--- config.mk ---
export PLATFORM = sky130hd
export DESIGN_NAME = gpio_bank
export DESIGN_NICKNAME = d
export VERILOG_FILES = /design/src/rtl/gpio_bank_pkg.sv /design/src/rtl/gpio_sync2.sv /design/src/rtl/gpio_trig_detect.sv /design/src/rtl/gpio_port.sv /design/src/rtl/gpio_bank.sv
export SDC_FILE = /design/constraint.sdc
export NUM_CORES = 1
export LEC_CHECK = 0
export ABC_CLOCK_PERIOD_IN_PS = 3000
export CORE_UTILIZATION = 50
export CTS_CLUSTER_DIAMETER = 40
export DETAILED_ROUTE_END_ITERATION = 12
export DONT_BUFFER_PORTS = 1
export PLACE_DENSITY = 0.67
export SLEW_MARGIN = 20
export SYNTH_ARGS = -nofsm -noshare
export SYNTH_HDL_FRONTEND = slang
export SYNTH_SLANG_ARGS = --single-unit
--- constraint.sdc ---
create_clock -name clk -period 3 [get_ports clk]
set_input_delay 0.6 -clock clk [delete_from_list [all_inputs] [get_ports clk]]
set_output_delay 0.6 -clock clk [all_outputs]
set_load 0.005 [all_outputs]
--- src/rtl/gpio_bank_pkg.sv ---
package gpio_bank_pkg;

    // Pins per port, fixed by the 8-bit value / 8-bit mask write format
    localparam int PINS = 8;

    typedef enum logic [2:0] {
        GRP_MODE = 3'd0,
        GRP_OE   = 3'd1,
        GRP_OUT  = 3'd2,
        GRP_IN   = 3'd3,
        GRP_STA  = 3'd4,
        GRP_IE   = 3'd5,
        GRP_TYPE = 3'd6,
        GRP_CLR  = 3'd7
    } grp_e;

    // Packed so that the word layout is {both, edge select, polarity}
    typedef struct packed {
        logic [PINS-1:0] both;
        logic [PINS-1:0] edge_sel;
        logic [PINS-1:0] pol;
    } trig_t;

    typedef struct packed {
        logic [PINS-1:0] mode;
        logic [PINS-1:0] oe;
        logic [PINS-1:0] out;
        logic [PINS-1:0] ie;
        logic [PINS-1:0] status;
        logic [PINS-1:0] prev;
        trig_t           trig;
    } port_regs_t;

    function automatic logic [PINS-1:0] masked_merge(
        input logic [PINS-1:0] old_val,
        input logic [2*PINS-1:0] mw
    );
        return (old_val & ~mw[2*PINS-1:PINS]) | (mw[PINS-1:0] & mw[2*PINS-1:PINS]);
    endfunction

endpackage

--- src/rtl/gpio_sync2.sv ---
module gpio_sync2 #(
    parameter int W = 32
) (
    input  logic         clk,
    input  logic         rst_n,
    input  logic [W-1:0] d,
    output logic [W-1:0] q
);
    typedef struct packed {
        logic [W-1:0] s1;
        logic [W-1:0] s2;
    } sync_t;

    sync_t st_d, st_q;

    always_comb begin
        st_d.s1 = d;
        st_d.s2 = st_q.s1;
    end

    always_ff @(posedge clk) begin
        if (!rst_n) st_q <= '0;
        else        st_q <= st_d;
    end

    assign q = st_q.s2;
endmodule

--- src/rtl/gpio_trig_detect.sv ---
module gpio_trig_detect #(
    parameter int W = 8
) (
    input  logic [W-1:0] lvl,
    input  logic [W-1:0] prev,
    input  logic [W-1:0] pol,
    input  logic [W-1:0] edge_sel,
    input  logic [W-1:0] both,
    output logic [W-1:0] hit
);
    logic [W-1:0] rise, fall, edge_hit, lvl_hit;

    always_comb begin
        rise     = lvl & ~prev;
        fall     = ~lvl & prev;
        // both-edges overrides polarity
        edge_hit = (both & (rise | fall))
                 | (~both & pol & rise)
                 | (~both & ~pol & fall);
        lvl_hit  = (pol & lvl) | (~pol & ~lvl);
        hit      = (edge_sel & edge_hit) | (~edge_sel & lvl_hit);
    end
endmodule

--- src/rtl/gpio_port.sv ---
module gpio_port
    import gpio_bank_pkg::*;
(
    input  logic            clk,
    input  logic            rst_n,
    input  logic            sel_wr,
    input  logic            alias_wr,
    input  grp_e            grp,
    input  logic [23:0]     wdata,
    input  logic [PINS-1:0] lvl,
    input  logic [PINS-1:0] alt_out,
    input  logic [PINS-1:0] alt_oe,
    output port_regs_t      regs,
    output logic [PINS-1:0] pad_out,
    output logic [PINS-1:0] pad_oe,
    output logic            pend
);
    port_regs_t      regs_d, regs_q;
    logic [PINS-1:0] hit_d;
    logic [PINS-1:0] clr_d;

    gpio_trig_detect #(.W(PINS)) u_detect (
        .lvl      (lvl),
        .prev     (regs_q.prev),
        .pol      (regs_q.trig.pol),
        .edge_sel (regs_q.trig.edge_sel),
        .both     (regs_q.trig.both),
        .hit      (hit_d)
    );

    always_comb begin
        regs_d      = regs_q;
        clr_d       = '0;
        regs_d.prev = lvl;
        if (sel_wr && !alias_wr) begin
            case (grp)
                GRP_MODE: regs_d.mode = wdata[PINS-1:0];
                GRP_OE:   regs_d.oe   = wdata[PINS-1:0];
                GRP_OUT:  regs_d.out  = wdata[PINS-1:0];
                GRP_IE:   regs_d.ie   = wdata[PINS-1:0];
                GRP_TYPE: regs_d.trig = trig_t'(wdata);
                GRP_CLR:  clr_d       = wdata[PINS-1:0];
                default:  ;
            endcase
        end else if (sel_wr) begin
            case (grp)
                GRP_MODE: regs_d.mode     = masked_merge(regs_q.mode, wdata[15:0]);
                GRP_OE:   regs_d.oe       = masked_merge(regs_q.oe, wdata[15:0]);
                GRP_OUT:  regs_d.out      = masked_merge(regs_q.out, wdata[15:0]);
                GRP_IE:   regs_d.ie       = masked_merge(regs_q.ie, wdata[15:0]);
                GRP_TYPE: regs_d.trig.pol = masked_merge(regs_q.trig.pol, wdata[15:0]);
                GRP_STA:  regs_d.status   = masked_merge(regs_q.status, wdata[15:0]);
                default:  ;
            endcase
        end
        // a detection in the same cycle wins over a clear
        regs_d.status = (regs_d.status & ~clr_d) | hit_d;
    end

    always_ff @(posedge clk) begin
        if (!rst_n) regs_q <= '0;
        else        regs_q <= regs_d;
    end

    assign regs    = regs_q;
    assign pad_out = (regs_q.mode & regs_q.out) | (~regs_q.mode & alt_out);
    assign pad_oe  = (regs_q.mode & regs_q.oe)  | (~regs_q.mode & alt_oe);
    assign pend    = |(regs_q.status & regs_q.ie);
endmodule

--- src/rtl/gpio_bank.sv ---
module gpio_bank
    import gpio_bank_pkg::*;
#(
    parameter int NPORT = 4,   // at most 4: four 4-byte slots per 16-byte group
    parameter int AW    = 12
) (
    input  logic                  clk,
    input  logic                  rst_n,
    input  logic                  we,
    input  logic [AW-1:0]         addr,
    input  logic [31:0]           wdata,
    output logic [31:0]           rd_data,
    input  logic [NPORT*PINS-1:0] pin_in,
    input  logic [NPORT*PINS-1:0] alt_out,
    input  logic [NPORT*PINS-1:0] alt_oe,
    output logic [NPORT*PINS-1:0] pin_out,
    output logic [NPORT*PINS-1:0] pin_oe,
    output logic                  irq
);
    localparam int NPIN = NPORT * PINS;
    localparam int PW   = 2;

    logic [NPIN-1:0]  lvl_sync;
    logic             in_map, alias_hit;
    grp_e             grp;
    logic [PW-1:0]    port_idx;
    logic [NPORT-1:0] pend;
    port_regs_t       regs [NPORT];
    logic [NPIN-1:0]  out_all, cfg_all, ie_all, status_all;
    port_regs_t       sel_regs;
    logic [PINS-1:0]  sel_lvl;
    logic             unused_hi;

    assign unused_hi = ^wdata[31:24];
    assign alias_hit = addr[11];
    assign grp       = grp_e'(addr[6:4]);
    assign port_idx  = addr[3:2];
    assign in_map    = ((addr >> 12) == '0) && (addr[10:7] == 4'd0)
                    && (addr[1:0] == 2'd0) && (int'(port_idx) < NPORT);

    gpio_sync2 #(.W(NPIN)) u_sync (
        .clk   (clk),
        .rst_n (rst_n),
        .d     (pin_in),
        .q     (lvl_sync)
    );

    for (genvar p = 0; p < NPORT; p++) begin : g_port
        gpio_port u_port (
            .clk      (clk),
            .rst_n    (rst_n),
            .sel_wr   (we && in_map && (port_idx == PW'(p))),
            .alias_wr (alias_hit),
            .grp      (grp),
            .wdata    (wdata[23:0]),
            .lvl      (lvl_sync[p*PINS +: PINS]),
            .alt_out  (alt_out[p*PINS +: PINS]),
            .alt_oe   (alt_oe[p*PINS +: PINS]),
            .regs     (regs[p]),
            .pad_out  (pin_out[p*PINS +: PINS]),
            .pad_oe   (pin_oe[p*PINS +: PINS]),
            .pend     (pend[p])
        );
        assign out_all[p*PINS +: PINS]    = regs[p].out;
        assign cfg_all[p*PINS +: PINS]    = regs[p].mode;
        assign ie_all[p*PINS +: PINS]     = regs[p].ie;
        assign status_all[p*PINS +: PINS] = regs[p].status;
    end

    always_comb begin
        sel_regs = '0;
        sel_lvl  = '0;
        for (int p = 0; p < NPORT; p++) begin
            if (port_idx == PW'(p)) begin
                sel_regs = regs[p];
                sel_lvl  = lvl_sync[p*PINS +: PINS];
            end
        end
    end

    always_comb begin
        rd_data = '0;
        if (in_map && !alias_hit) begin
            case (grp)
                GRP_MODE: rd_data[PINS-1:0] = sel_regs.mode;
                GRP_OE:   rd_data[PINS-1:0] = sel_regs.oe;
                GRP_OUT:  rd_data[PINS-1:0] = sel_regs.out;
                GRP_IN:   rd_data[PINS-1:0] = sel_lvl;
                GRP_STA:  rd_data[PINS-1:0] = sel_regs.status;
                GRP_IE:   rd_data[PINS-1:0] = sel_regs.ie;
                GRP_TYPE: rd_data[3*PINS-1:0] = sel_regs.trig;
                default:  rd_data = '0;
            endcase
        end
    end

    assign irq = |pend;
endmodule

After elaboration in Yosys (flattened, before gate mapping)
Index checks and enable logic that the tools add are counted.
Widths: inputs -> output; s select.
{"block": "classes", "mux": 68, "n_reduce_logical": 45, "bitwise_logic": 178, "n_eq_ne": 50}
{"op": "$and 8x8->8", "n": 93}
{"op": "$or 8x8->8", "n": 56}
{"op": "$mux 8", "n": 53}
{"op": "$mux 72", "n": 4}
{"op": "$not 8->8", "n": 29}
{"op": "$mux 40", "n": 4}
{"op": "$mux 32", "n": 4}
{"op": "$ne 2x2->1 const B", "n": 40}
{"op": "$reduce_and 3->1", "n": 20}
{"op": "$pmux 8 s7", "n": 1}
{"op": "$reduce_or 32->1", "n": 1}
{"op": "$mux 24", "n": 1}
{"op": "$mux 16", "n": 1}
{"op": "$eq 3x3->1 const B", "n": 4}
{"op": "$logic_and 1x1->1", "n": 11}
{"op": "$reduce_and 2->1", "n": 4}
{"op": "$reduce_bool 2->1", "n": 4}
{"op": "$eq 3x2->1 const B", "n": 2}
{"op": "$eq 2x2->1 const B", "n": 2}
{"op": "$logic_not 2->1", "n": 2}
{"op": "$logic_not 4->1", "n": 1}
{"op": "$eq 3x1->1 const B", "n": 1}
{"op": "$logic_not 3->1", "n": 1}
{"op": "$eq 2x1->1 const B", "n": 1}
{"op": "$logic_not 1->1", "n": 1}
{"block": "word_totals", "word_cells": 379, "output_inout_bits": 97, "ff_bits": 352, "input_bits": 143}

Logic depth before layout (Yosys ltp)
{"block": "depth", "word_depth": 9, "depth_mapped": 9, "mapped_depth_nobuf": 7}

Cells and area by module
A second synthesis with hierarchy kept.
{"block": "unflattened", "cells_unflattened": 2169, "area_unflattened_um2": 19995.4}
{"mod": "gpio_port", "cells_each": 386, "n_inst": 4, "area_each_um2": 3309.4}
{"mod": "gpio_bank", "cells_each": 203, "n_inst": 1, "area_each_um2": 2483.6}
{"mod": "gpio_trig_detect", "cells_each": 72, "n_inst": 4, "area_each_um2": 620.6}
{"mod": "gpio_sync2", "cells_each": 134, "n_inst": 1, "area_each_um2": 1791.7}

Worst setup path before layout
Ideal clock, no wire load.
{"block": "synth_timing", "path_kind": "input port to output port", "start": "input port addr[3]", "end": "output port rd_data[6]", "cell_stages": 6, "path_slack_ps": 170, "arrival_time_ps": 2230, "required_ps": 2400, "path_cell_list": "buf_2 > buf_2 > buf_1 > mux4_2 > nand3_1 > o21ai_0"}
{"block": "synth_via", "elab_chain_cells": 7, "word_cells_on_any_way": 14, "cone_classes": "3 x eq/ne; 10 x mux; 1 x reduce/logical"}
{"element": "start: declaration", "line": "gpio_bank.sv:10", "text": "input logic [AW-1:0] addr,"}
{"element": "$logic_not 2->1", "line": "gpio_bank.sv:74", "text": "if (port_idx == PW'(p)) begin"}
{"element": "$mux 72 or $mux 8 (tied branches) (4 in a row)", "line": "gpio_bank.sv:74"}
{"element": "$pmux 8 s7 *", "line": "gpio_bank.sv:84", "text": "case (grp)"}
{"element": "$mux 24 *", "line": "gpio_bank.sv:83", "text": "if (in_map && !alias_hit) begin"}
{"element": "end: declaration", "line": "gpio_bank.sv:12", "text": "output logic [31:0] rd_data,"}
Every way passes the cells marked *; elsewhere a longest branch is shown, timed or not.

Worst setup path in the final report
{"block": "layout_timing", "start": "input port addr[4]", "end": "output port rd_data[5]"}
{"block": "layout_via", "elab_chain_cells": 3, "word_cells_on_any_way": 9, "cone_classes": "6 x eq/ne; 2 x mux; 1 x reduce/logical"}
{"element": "$eq 3x3->1, or another cell as far along", "line": "gpio_bank.sv:84"}
{"element": "$pmux 8 s7 *", "line": "gpio_bank.sv:84"}
{"element": "$mux 24 *", "line": "gpio_bank.sv:83"}
Marked as above.

==> metrics <==
P_sw ~2.8 mW; RSZ-0062 raised after global routing false; main combinational cell family by area after synthesis compound AO/OA/AOI/OAI gates; all-layer global routing usage roughly a third; # H-tree levels 2; Sink Count around 350; Synth Area in Simple Gates around 17%; Final period util 99.1%; Crit. End Element output port; Final Max Tran Viols 0; Syn Area/Cell about 8.8 um^2; die span in y 194 um; routability congestion estimate between 1 and 1.5; DR vias/cell about 6.5; die width just under 200 um; wire length per cell around 26 um; die area between 0.03 and 0.04 mm^2; P_int 8.80 mW; DRT iter0 DRCs between 1500 and 2000; post-route setup slack about 28 ps; CTS buffer count 50; grt ovf 0; cts hold-fix bufs 0; Slew headroom roughly 40%; Layout Cells excl Fill around 2600; initial antenna violation count 0; clk slew on worst S/H paths about 60 ps; post-synthesis compound-gate area fraction approximately 22%; Area contributors post-synth dfxtp_1, o221a_2, a21oi_1; top_reg_cell synth dfxtp_1; Post-Synth XOR/XNOR Area approximately 1.5%; layout cell share with drive strength beyond 1 roughly 20%; Max Clock Skew 8.60 ps; leakage dissipation 7.77 nW; post-synthesis adder-cell area fraction around 4.4%; Crit Path Max Fanout 22; final setup violation count 0; EDFF count, synth 0; pre-CTS setup slack -22.4 ps; Comb pwr share slightly above 5%; Rows a little under 70; final hold violations 0; Min-Delay Path Class input port to register; CP arrival 2370 ps; CTS root buf clkbuf_16; post-synth top area cell dfxtp_1; Final nets approximately 2300; PortBufs 0; sequential group share of total power approximately two fifths; mux contribution to synthesized area between 10 and 15%; VDD IR-drop max approximately 0.53 mV; WL final approximately 67000 um; largest net degree at the start of global routing ~180; Routed Antenna Nets 0; Worst EP required 2400 ps; PD cells approximately 550 mW/mm^2; CP Launch Type input port; I/O Pins 240; most numerous cell in the Yosys netlist dfxtp_1; Max Cap Violations 0; first-pass GRT wire length roughly 100000 um; Slew @ Worst Pin a little under 900 ps; area grow syn2layout 13.6%; ys async rst share 0%; post-CTS setup buffer count 0; Cells after DPL approximately 2500; Syn. warnings 0; Initial DRT Pass Iterations 5; clock share of power about 53%; DRC viols 0; n_diodes 0; Syn Std Cell Area 0.0184 mm^2; core area about 0.036 mm^2; Switching Share a little under a quarter; # fillers 3131; Power Total 11.6 mW; Syn Inst Count ~2100; Initial Util between 50% and 60%; Clock Latency Late Sink slightly below 600 ps; post-layout min period roughly 3000 ps; Yosys cell types slightly below 70; Seq/Total Area, Yosys a little under two fifths; CTS Buffer Depth 3; fmax between 300 and 400 MHz; run status finished, final reports clean; Synth top cells by count dfxtp_1, a21oi_1, nand2_1; vias in the first global route approximately 16000; register bit total from synthesis between 300 and 400; crit path kind input port to output port; hpwl dp about 47000 um; via count 16800; CTS tree done; share of the synthesized area in the top cell type about two fifths
-- metrics by stage --
| stage | hold WS (ps) | utilization, % | setup TNS, ps | instance area (um^2) |
|---|---|---|---|---|
| 4_1_cts | 112 | 58.1 | 0 | 20900 |
| 3_3_place_gp | 414 | 53.3 | 0 | 19100 |
| 5_1_grt | 111 | 58.2 | 0 | 20900 |
| 6_report | 133 | 58.2 | 0 | 20900 |
| 3_5_place_dp | 417 | 53.3 | -22.4 | 19100 |
| 2_1_floorplan | 412 | - | 0 | 18400 |
-- layout by cell type (no fill, tap or decap), drive strengths merged, types with 60 or more instances in the layout --
master / n
dfxtp: 352
nand2: 210
a21oi: 210
nor2: 196
o21ai: 107
o221a: 105
buf: 95
inv: 83
mux2: 75
and2: 67
ha: 64
clkbuf: 60
-- power groups by stage --
stage               Clock, mW  Sequential (mW)  Combinational (mW)
global placement            0             4.93               0.566
floorplan                   0             4.90               0.530
finish                   6.14             4.83               0.593
global route             6.42             4.84               0.638
CTS                      6.18             4.83               0.581
detailed placement          0             4.93               0.575
-- logic make-up after synthesis --
group,Yosys count
AO/OA/AOI/OAI,603
XOR/XNOR,32
adder cells (fa/ha/maj),64
buffers and inverters,235
flip-flops,352
multiplexers,138
other,1
AND/OR/NAND/NOR,661
-- routing by layer --
layer	share of wire [%]	GRT usage [%]
met1	39	44.6
met5	0	0
met3	9.8	7.24
met2	45	54.8
met4	6.8	22.5
-- path summary, 6_finish.rpt --
kind | startpoint | to | slack, ps | cells after the start
setup / recovery | addr[4] | rd_data[5] | 30 | 7
hold / removal | pin_in[10] | u_sync.st_d[10]$_SDFF_PN0_ | 130 | 1
setup reg to reg | u_sync.q[28]$_SDFF_PN0_ | g_port[3].u_port.regs[36]$_SDFF_PN0_ | 1300 | 7
hold reg to reg | u_sync.st_d[3]$_SDFF_PN0_ | u_sync.q[3]$_SDFF_PN0_ | 420 | 1
-- flip-flops by register name, summed over array words and instances, names as in the netlist, named ones only --
| signal | count |
|---|---|
| u_sync.st_d | 32 |
| g_port.u_port.regs | 256 |
| u_sync.q | 32 |
-- timing repair --
| item | in CTS | in global routing |
|---|---|---|
| pin swaps | 0 | 0 |
| endpoints found under the hold margin | 0 | 0 |
| resized for setup | 4 | 5 |
| setup endpoints to repair | 1 | 4 |
-- worst max-delay path: stages --
cell and delay, ps:
or3b_2 550, a2111oi_1 410, a211oi_1 90, o2111a_1 180, o31ai_2 270, buf_4 160, buf_4 100
-- area by class of cell --
cell class | instances | area (um^2) | share of cell area (%)
clock inverters | 32 | 413 | 1.98
clock buffers | 60 | 1320 | 6.31
well taps | 461 | 577 | 2.76
inverters | 75 | 284 | 1.36
repair buffers | 95 | 788 | 3.77
multi-input cells | 1506 | 10500 | 50.1
flip-flops and latches | 352 | 7050 | 33.7
No activity file was read; power rests on OpenSTA's default activity.
